<file path="src/rtl/spdif_sel_pkg.sv">
package spdif_sel_pkg;

  localparam int SLOT_IDX_W = 4;

  typedef enum logic [1:0] {
    PAIR_3_4   = 2'b00,
    PAIR_7_8   = 2'b01,
    PAIR_6_9   = 2'b10,
    PAIR_10_11 = 2'b11
  } pair_code_e;

  function automatic logic [SLOT_IDX_W-1:0] left_slot_of(pair_code_e c);
    case (c)
      PAIR_3_4:   left_slot_of = 4'd3;
      PAIR_7_8:   left_slot_of = 4'd7;
      PAIR_6_9:   left_slot_of = 4'd6;
      default:    left_slot_of = 4'd10;
    endcase
  endfunction

  function automatic logic [SLOT_IDX_W-1:0] right_slot_of(pair_code_e c);
    case (c)
      PAIR_3_4:   right_slot_of = 4'd4;
      PAIR_7_8:   right_slot_of = 4'd8;
      PAIR_6_9:   right_slot_of = 4'd9;
      default:    right_slot_of = 4'd11;
    endcase
  endfunction

endpackage

</file>
<file path="src/rtl/slot_pair_mux.sv">
module slot_pair_mux
  import spdif_sel_pkg::*;
#(
  parameter int SAMPLE_W  = 20,
  parameter int NUM_SLOTS = 13
) (
  input  logic [NUM_SLOTS*SAMPLE_W-1:0] slot_data,
  input  logic [NUM_SLOTS-1:0]          slot_tag,
  input  logic [1:0]                    code,
  output logic [SAMPLE_W-1:0]           ch_data [2],
  output logic                          ch_tag  [2]
);

  logic [SAMPLE_W-1:0]   slots [NUM_SLOTS];
  logic [SLOT_IDX_W-1:0] idx   [2];

  for (genvar g = 0; g < NUM_SLOTS; g++) begin : g_unpack
    assign slots[g] = slot_data[g*SAMPLE_W +: SAMPLE_W];
  end

  assign idx[0] = left_slot_of(pair_code_e'(code));
  assign idx[1] = right_slot_of(pair_code_e'(code));

  for (genvar c = 0; c < 2; c++) begin : g_sel
    assign ch_data[c] = slots[idx[c]];
    assign ch_tag[c]  = slot_tag[idx[c]];
  end

endmodule

</file>
<file path="src/rtl/chan_capture.sv">
module chan_capture #(
  parameter int SAMPLE_W = 20
) (
  input  logic                clk,
  input  logic                rst,
  input  logic                cap_en,
  input  logic [SAMPLE_W-1:0] in_data,
  input  logic                in_tag,
  input  logic                force_inv,
  input  logic                vcfg,
  input  logic                tx_done,
  output logic [SAMPLE_W-1:0] sample,
  output logic                valid_flag
);

  logic pending;
  logic tx_miss;
  logic flag_next;

  assign tx_miss = pending & ~tx_done;

  always_comb begin
    if (force_inv)  flag_next = 1'b1;
    else if (vcfg)  flag_next = tx_miss;
    else            flag_next = ~in_tag | tx_miss;
  end

  always_ff @(posedge clk) begin
    if (rst) begin
      sample     <= '0;
      valid_flag <= 1'b1;
      pending    <= 1'b0;
    end else if (cap_en) begin
      if (in_tag) sample <= in_data;
      valid_flag <= flag_next;
      pending    <= 1'b1;
    end else if (tx_done) begin
      pending    <= 1'b0;
    end
  end

  a_r10_repeat_on_clear_tag: assert property (@(posedge clk) disable iff (rst)
    cap_en && !in_tag |=> $stable(sample));

  a_r7_force_invalid: assert property (@(posedge clk) disable iff (rst)
    cap_en && force_inv |=> valid_flag);

  a_r8_clear_tag_invalid: assert property (@(posedge clk) disable iff (rst)
    cap_en && !force_inv && !vcfg && !in_tag |=> valid_flag);

  a_r9_idle_not_error: assert property (@(posedge clk) disable iff (rst)
    cap_en && !force_inv && vcfg && !pending |=> !valid_flag);

endmodule

</file>
<file path="src/rtl/spdif_slot_select.sv">
module spdif_slot_select #(
  parameter int SAMPLE_W  = 20,
  parameter int NUM_SLOTS = 13
) (
  input  logic                          clk,
  input  logic                          rst,
  input  logic                          frame_sync,
  input  logic [NUM_SLOTS*SAMPLE_W-1:0] slot_data,
  input  logic [NUM_SLOTS-1:0]          slot_tag,
  input  logic [1:0]                    pair_code,
  input  logic                          force_invalid,
  input  logic                          vcfg,
  input  logic                          tx_done_l,
  input  logic                          tx_done_r,
  output logic [SAMPLE_W-1:0]           left_sample,
  output logic [SAMPLE_W-1:0]           right_sample,
  output logic                          left_stb,
  output logic                          right_stb,
  output logic                          left_valid_flag,
  output logic                          right_valid_flag
);

  localparam int NUM_CH = 2;

  logic [SAMPLE_W-1:0] ch_data   [NUM_CH];
  logic                ch_tag    [NUM_CH];
  logic [SAMPLE_W-1:0] ch_sample [NUM_CH];
  logic                ch_flag   [NUM_CH];
  logic                ch_done   [NUM_CH];

  assign ch_done[0] = tx_done_l;
  assign ch_done[1] = tx_done_r;

  slot_pair_mux #(.SAMPLE_W(SAMPLE_W), .NUM_SLOTS(NUM_SLOTS)) u_mux (
    .slot_data (slot_data),
    .slot_tag  (slot_tag),
    .code      (pair_code),
    .ch_data   (ch_data),
    .ch_tag    (ch_tag)
  );

  for (genvar c = 0; c < NUM_CH; c++) begin : g_ch
    chan_capture #(.SAMPLE_W(SAMPLE_W)) u_cap (
      .clk        (clk),
      .rst        (rst),
      .cap_en     (frame_sync),
      .in_data    (ch_data[c]),
      .in_tag     (ch_tag[c]),
      .force_inv  (force_invalid),
      .vcfg       (vcfg),
      .tx_done    (ch_done[c]),
      .sample     (ch_sample[c]),
      .valid_flag (ch_flag[c])
    );
  end

  always_ff @(posedge clk) begin
    if (rst) begin
      left_stb  <= 1'b0;
      right_stb <= 1'b0;
    end else begin
      left_stb  <= frame_sync;
      right_stb <= left_stb;
    end
  end

  assign left_sample      = ch_sample[0];
  assign right_sample     = ch_sample[1];
  assign left_valid_flag  = ch_flag[0];
  assign right_valid_flag = ch_flag[1];

  a_r6_right_after_left: assert property (@(posedge clk) disable iff (rst)
    right_stb |-> $past(left_stb));

  a_r6_left_single_cycle: assert property (@(posedge clk) disable iff (rst)
    left_stb && !frame_sync |=> !left_stb);

  a_r11_hold_between_syncs: assert property (@(posedge clk) disable iff (rst)
    !frame_sync |=> $stable(left_sample) && $stable(right_sample)
                    && $stable(left_valid_flag) && $stable(right_valid_flag));

endmodule

</file>
<file path="config.mk">
export PLATFORM = sky130hd
export DESIGN_NAME = spdif_slot_select
export DESIGN_NICKNAME = d
export VERILOG_FILES = /design/src/rtl/spdif_sel_pkg.sv /design/src/rtl/slot_pair_mux.sv /design/src/rtl/chan_capture.sv /design/src/rtl/spdif_slot_select.sv
export SDC_FILE = /design/constraint.sdc
export NUM_CORES = 1
export LEC_CHECK = 0
export CORE_MARGIN = 5
export CORE_UTILIZATION = 38
export CTS_BUF_LIST = sky130_fd_sc_hd__clkbuf_8 sky130_fd_sc_hd__clkbuf_16
export DETAILED_ROUTE_END_ITERATION = 10
export HOLD_SLACK_MARGIN = 0.1
export PLACE_DENSITY = 0.94
export REMOVE_ABC_BUFFERS = 1
export SLEW_MARGIN = 0
export SYNTH_ARGS = -nofsm -noshare
export SYNTH_HDL_FRONTEND = slang
export SYNTH_HIERARCHICAL = 1
export SYNTH_SLANG_ARGS = --single-unit
</file>
<file path="constraint.sdc">
create_clock -name clk -period 3.47 [get_ports clk]
set_clock_uncertainty 0.05 [all_clocks]
set_input_delay 1.041 -clock clk [delete_from_list [all_inputs] [get_ports clk]]
set_output_delay 1.041 -clock clk [all_outputs]
set_load 0.01 [all_outputs]
</file>
==> results.txt <==
Outcome: finished clean
Total CTS buffers: 5
Finished Cell Area: 8500 sq um
Final Net Count: 1130
Initial core utilization: 0.385
Critical-path maximum fanout: 17
Largest net degree at the start of global routing: 57
Slew margin rel.: 0.349
Synth Register Bits: 46
Setup bufs post-CTS: 0
# setup viols final: 0
RSZ-0062 raised after global routing: no
Compound-Gate Fraction of Synth Area: 0.378
Count of pins over their slew limit: 0
Clock root cell: clkbuf_16
Total wire length: 21.1 mm
DRT antenna net count: 0
Hold buffers post-CTS: 0
FMAX: 0.307 GHz
Global-route wire length before repair: 31.4 mm
Post-cts repair resize count: 0
Die area: 15800 sq um
Worst-case reg-to-reg path depth: 2
Class of the worst hold path: reg2reg
Fraction of layout cells with a size suffix above 1: 0.108
Synth Area in Adders: 0.0123
Gr usage total: 0.246
CTS tree: yes
Vias: 5720
Final worst-path cycle share: 0.939
CP Capture Type: register
Simple-gate area share of the yosys netlist: 0.115
Dpl cell area: 8340 sq um
Chip width: 126 um
Post-Syn Area: 5070 sq um
Drt drc: 0
Clock-pin slew on the worst setup and hold paths: 0.07 ns
Max Cap Viol: 0
Vias in the first global route: 5844
Core area: 13200 sq um
Syn Area/Cell: 9.11 sq um
Final core utilization: 0.645
Worst EP arrival: 3.41 ns
Mapped Cells: 557
Worst EP required: 3.62 ns
Leakage: 3.02 nW
Pre-CTS setup slack: -0.0622 ns
Largest family of logic cells by synthesized area: compound AO/OA/AOI/OAI gates
PD cells: 254 nW/um^2
Hold Fails Final Rpt: 0
R2R setup slack: 2.53 ns
I/O pin cnt: 326
GR Overflow Total: 0
Worst R2R Start: g_ch[0].u_cap/valid_flag
H-tree depth: 2
Port buffer count: 325
Hold Path End: right_stb
Ant diodes: 0
Clock latency on the worst-skew pair: 0.28 ns
Clock Path Buffers: 2
Synth-to-layout area growth: 67.6%
Initial DRT Pass Iterations: 5
Synth cell types: 34
Synthesis warning total: 6
Post-synthesis sequential area ratio: 0.182
Via-to-Cell Ratio: 5.61
Die Y: 126 um
Worst Hold Depth: 1
WS Path Type: in2reg
Minimum clock period after layout: 3.26 ns
Final WS setup: 0.213 ns
Iteration-0 DRC Markers: 296
Setup_tns: 0 ns
Worst slew pin tran: 0.976 ns
Hold path start: left_stb
Final hold slack: 0.431 ns
Initial antenna violation count: 0
Startpoint Class: primary input
Num rows: 42
Proportion of synthesized area in mux cells: 0.212
R2r endpoint: g_ch[0].u_cap/valid_flag
Fillers: 1071
Worst VDD drop: 167 uV
Xor and xnor area share after synthesis: 0
DR WL/cell: 20.6 um
Gpl congestion: 0.884
CTS sink count: 46
DPL Wire Length: 16.6 mm
## worst max-delay path: stages
cell	delay, ns
clkdlybuf4s50_1	0.48
inv_1	0.19
ha_4	0.25
mux2_2	0.36
o211ai_1	0.27
a221oi_4	0.11
buf_12	0.17
buf_4	0.17
a21bo_1	0.20
a21oi_1	0.15
## where the power goes
part | leakage (nW) | internal, mW | switching, mW
clock | 0.0836 | 0.338 | 0.208
sequential | 0.376 | 0.567 | 0.0197
combinational | 2.56 | 0.605 | 0.420
## cells in the final DEF, fill, tap and decap left out, drive strengths merged, types with 5 or more instances in the layout
master	count
o32ai	21
dfxtp	46
o21a	21
buf	25
a221oi	21
clkdlybuf4s50	323
a21bo	40
ha	5
nand2b	24
clkbuf	5
mux2i	84
a21oi	61
a22o	21
a211oi	21
nor2b	25
o211ai	21
mux2	21
nand3	40
## cell families (layout without fill, tap and decap cells)
group	count (synthesis)	count (layout)
muxes	105	105
and+or+nand+nor	98	98
AOI/OAI and AO/OA	231	231
adders and majority gates	5	5
DFF	46	46
buffers and inverters	72	359
## cell usage after synthesis
| master | count | area share |
|---|---|---|
| buf_2 | 31 | 0.031 |
| or3_1 | 2 | 0.0025 |
| and2_1 | 1 | 0.0012 |
| o211ai_1 | 21 | 0.031 |
| mux2_2 | 17 | 0.038 |
| nand3_1 | 40 | 0.039 |
| buf_4 | 8 | 0.012 |
| buf_8 | 3 | 0.0089 |
| nand2b_1 | 24 | 0.030 |
| nor2_1 | 2 | 0.0015 |
| nor3b_2 | 3 | 0.0074 |
| dfxtp_1 | 46 | 0.18 |
| a22o_1 | 21 | 0.036 |
| buf_12 | 2 | 0.0079 |
| nor2_4 | 1 | 0.0022 |
| a21bo_2 | 4 | 0.0079 |
| a21oi_2 | 4 | 0.0069 |
| o41a_1 | 2 | 0.0044 |
| buf_1 | 4 | 0.0030 |
| o21a_1 | 21 | 0.031 |
| ha_1 | 5 | 0.012 |
| o21ba_2 | 2 | 0.0039 |
| buf_6 | 14 | 0.031 |
| inv_1 | 2 | 0.0015 |
| clkbuf_1 | 7 | 0.0052 |
| a21bo_1 | 36 | 0.071 |
| a221oi_2 | 21 | 0.062 |
| o32ai_1 | 21 | 0.036 |
| a21oi_1 | 57 | 0.056 |
| inv_2 | 1 | 0.00074 |
| a211oi_1 | 21 | 0.031 |
| nor2b_1 | 25 | 0.031 |
| mux2i_1 | 84 | 0.17 |
| mux2_1 | 4 | 0.0089 |
## state kept, by name, summed over array words and instances, names as in the netlist
name and flops:
g_ch.u_cap/valid_flag 2, right_stb 1, g_ch.u_cap/pending 2, left_stb 1
g_ch.u_cap/sample 40
## layout make-up
| class | count | area (sq um) | area share |
|---|---|---|---|
| clock buffer | 5 | 125 | 0.0147 |
| timing repair buffer | 348 | 3480 | 0.409 |
| tap | 176 | 220 | 0.0259 |
| clock inverter | 3 | 40.0 | 0.00471 |
| inverter | 3 | 11.3 | 0.00132 |
| sequential | 46 | 921 | 0.108 |
| multi-input combinational | 439 | 3710 | 0.436 |
## routing by layer
metal | GRT usage | wire, um | vias up
li1 | - | - | 2723
met1 | 0.284 | 8160 | 2673
met2 | 0.440 | 10500 | 289
met3 | 0.0776 | 1970 | 35
met4 | 0.0619 | 420 | 0
met5 | 0 | 0 | -
## stage by stage
step	instances	total power, mW
final	1020	2.16
after floorplan	488	1.03
after CTS	1020	2.17
after global placement	1012	1.60
after global routing	1020	2.26
after detailed placement	1012	1.62
## worst max-delay path by stage
stage | startpoint | end | slack, ns | cells past startpoint
CTS | pair_code[0] | g_ch[1].u_cap/sample[17] | 0.23 | 10
floorplan | pair_code[0] | g_ch[0].u_cap/valid_flag | -2.47 | 7
finish | pair_code[0] | g_ch[1].u_cap/sample[17] | 0.21 | 10
detailed placement | pair_code[0] | g_ch[1].u_cap/sample[17] | -0.06 | 10
global placement | pair_code[0] | g_ch[0].u_cap/valid_flag | 0.05 | 9
global route | pair_code[0] | g_ch[1].u_cap/sample[14] | 0.11 | 10
(Power assumes the default switching activity.)
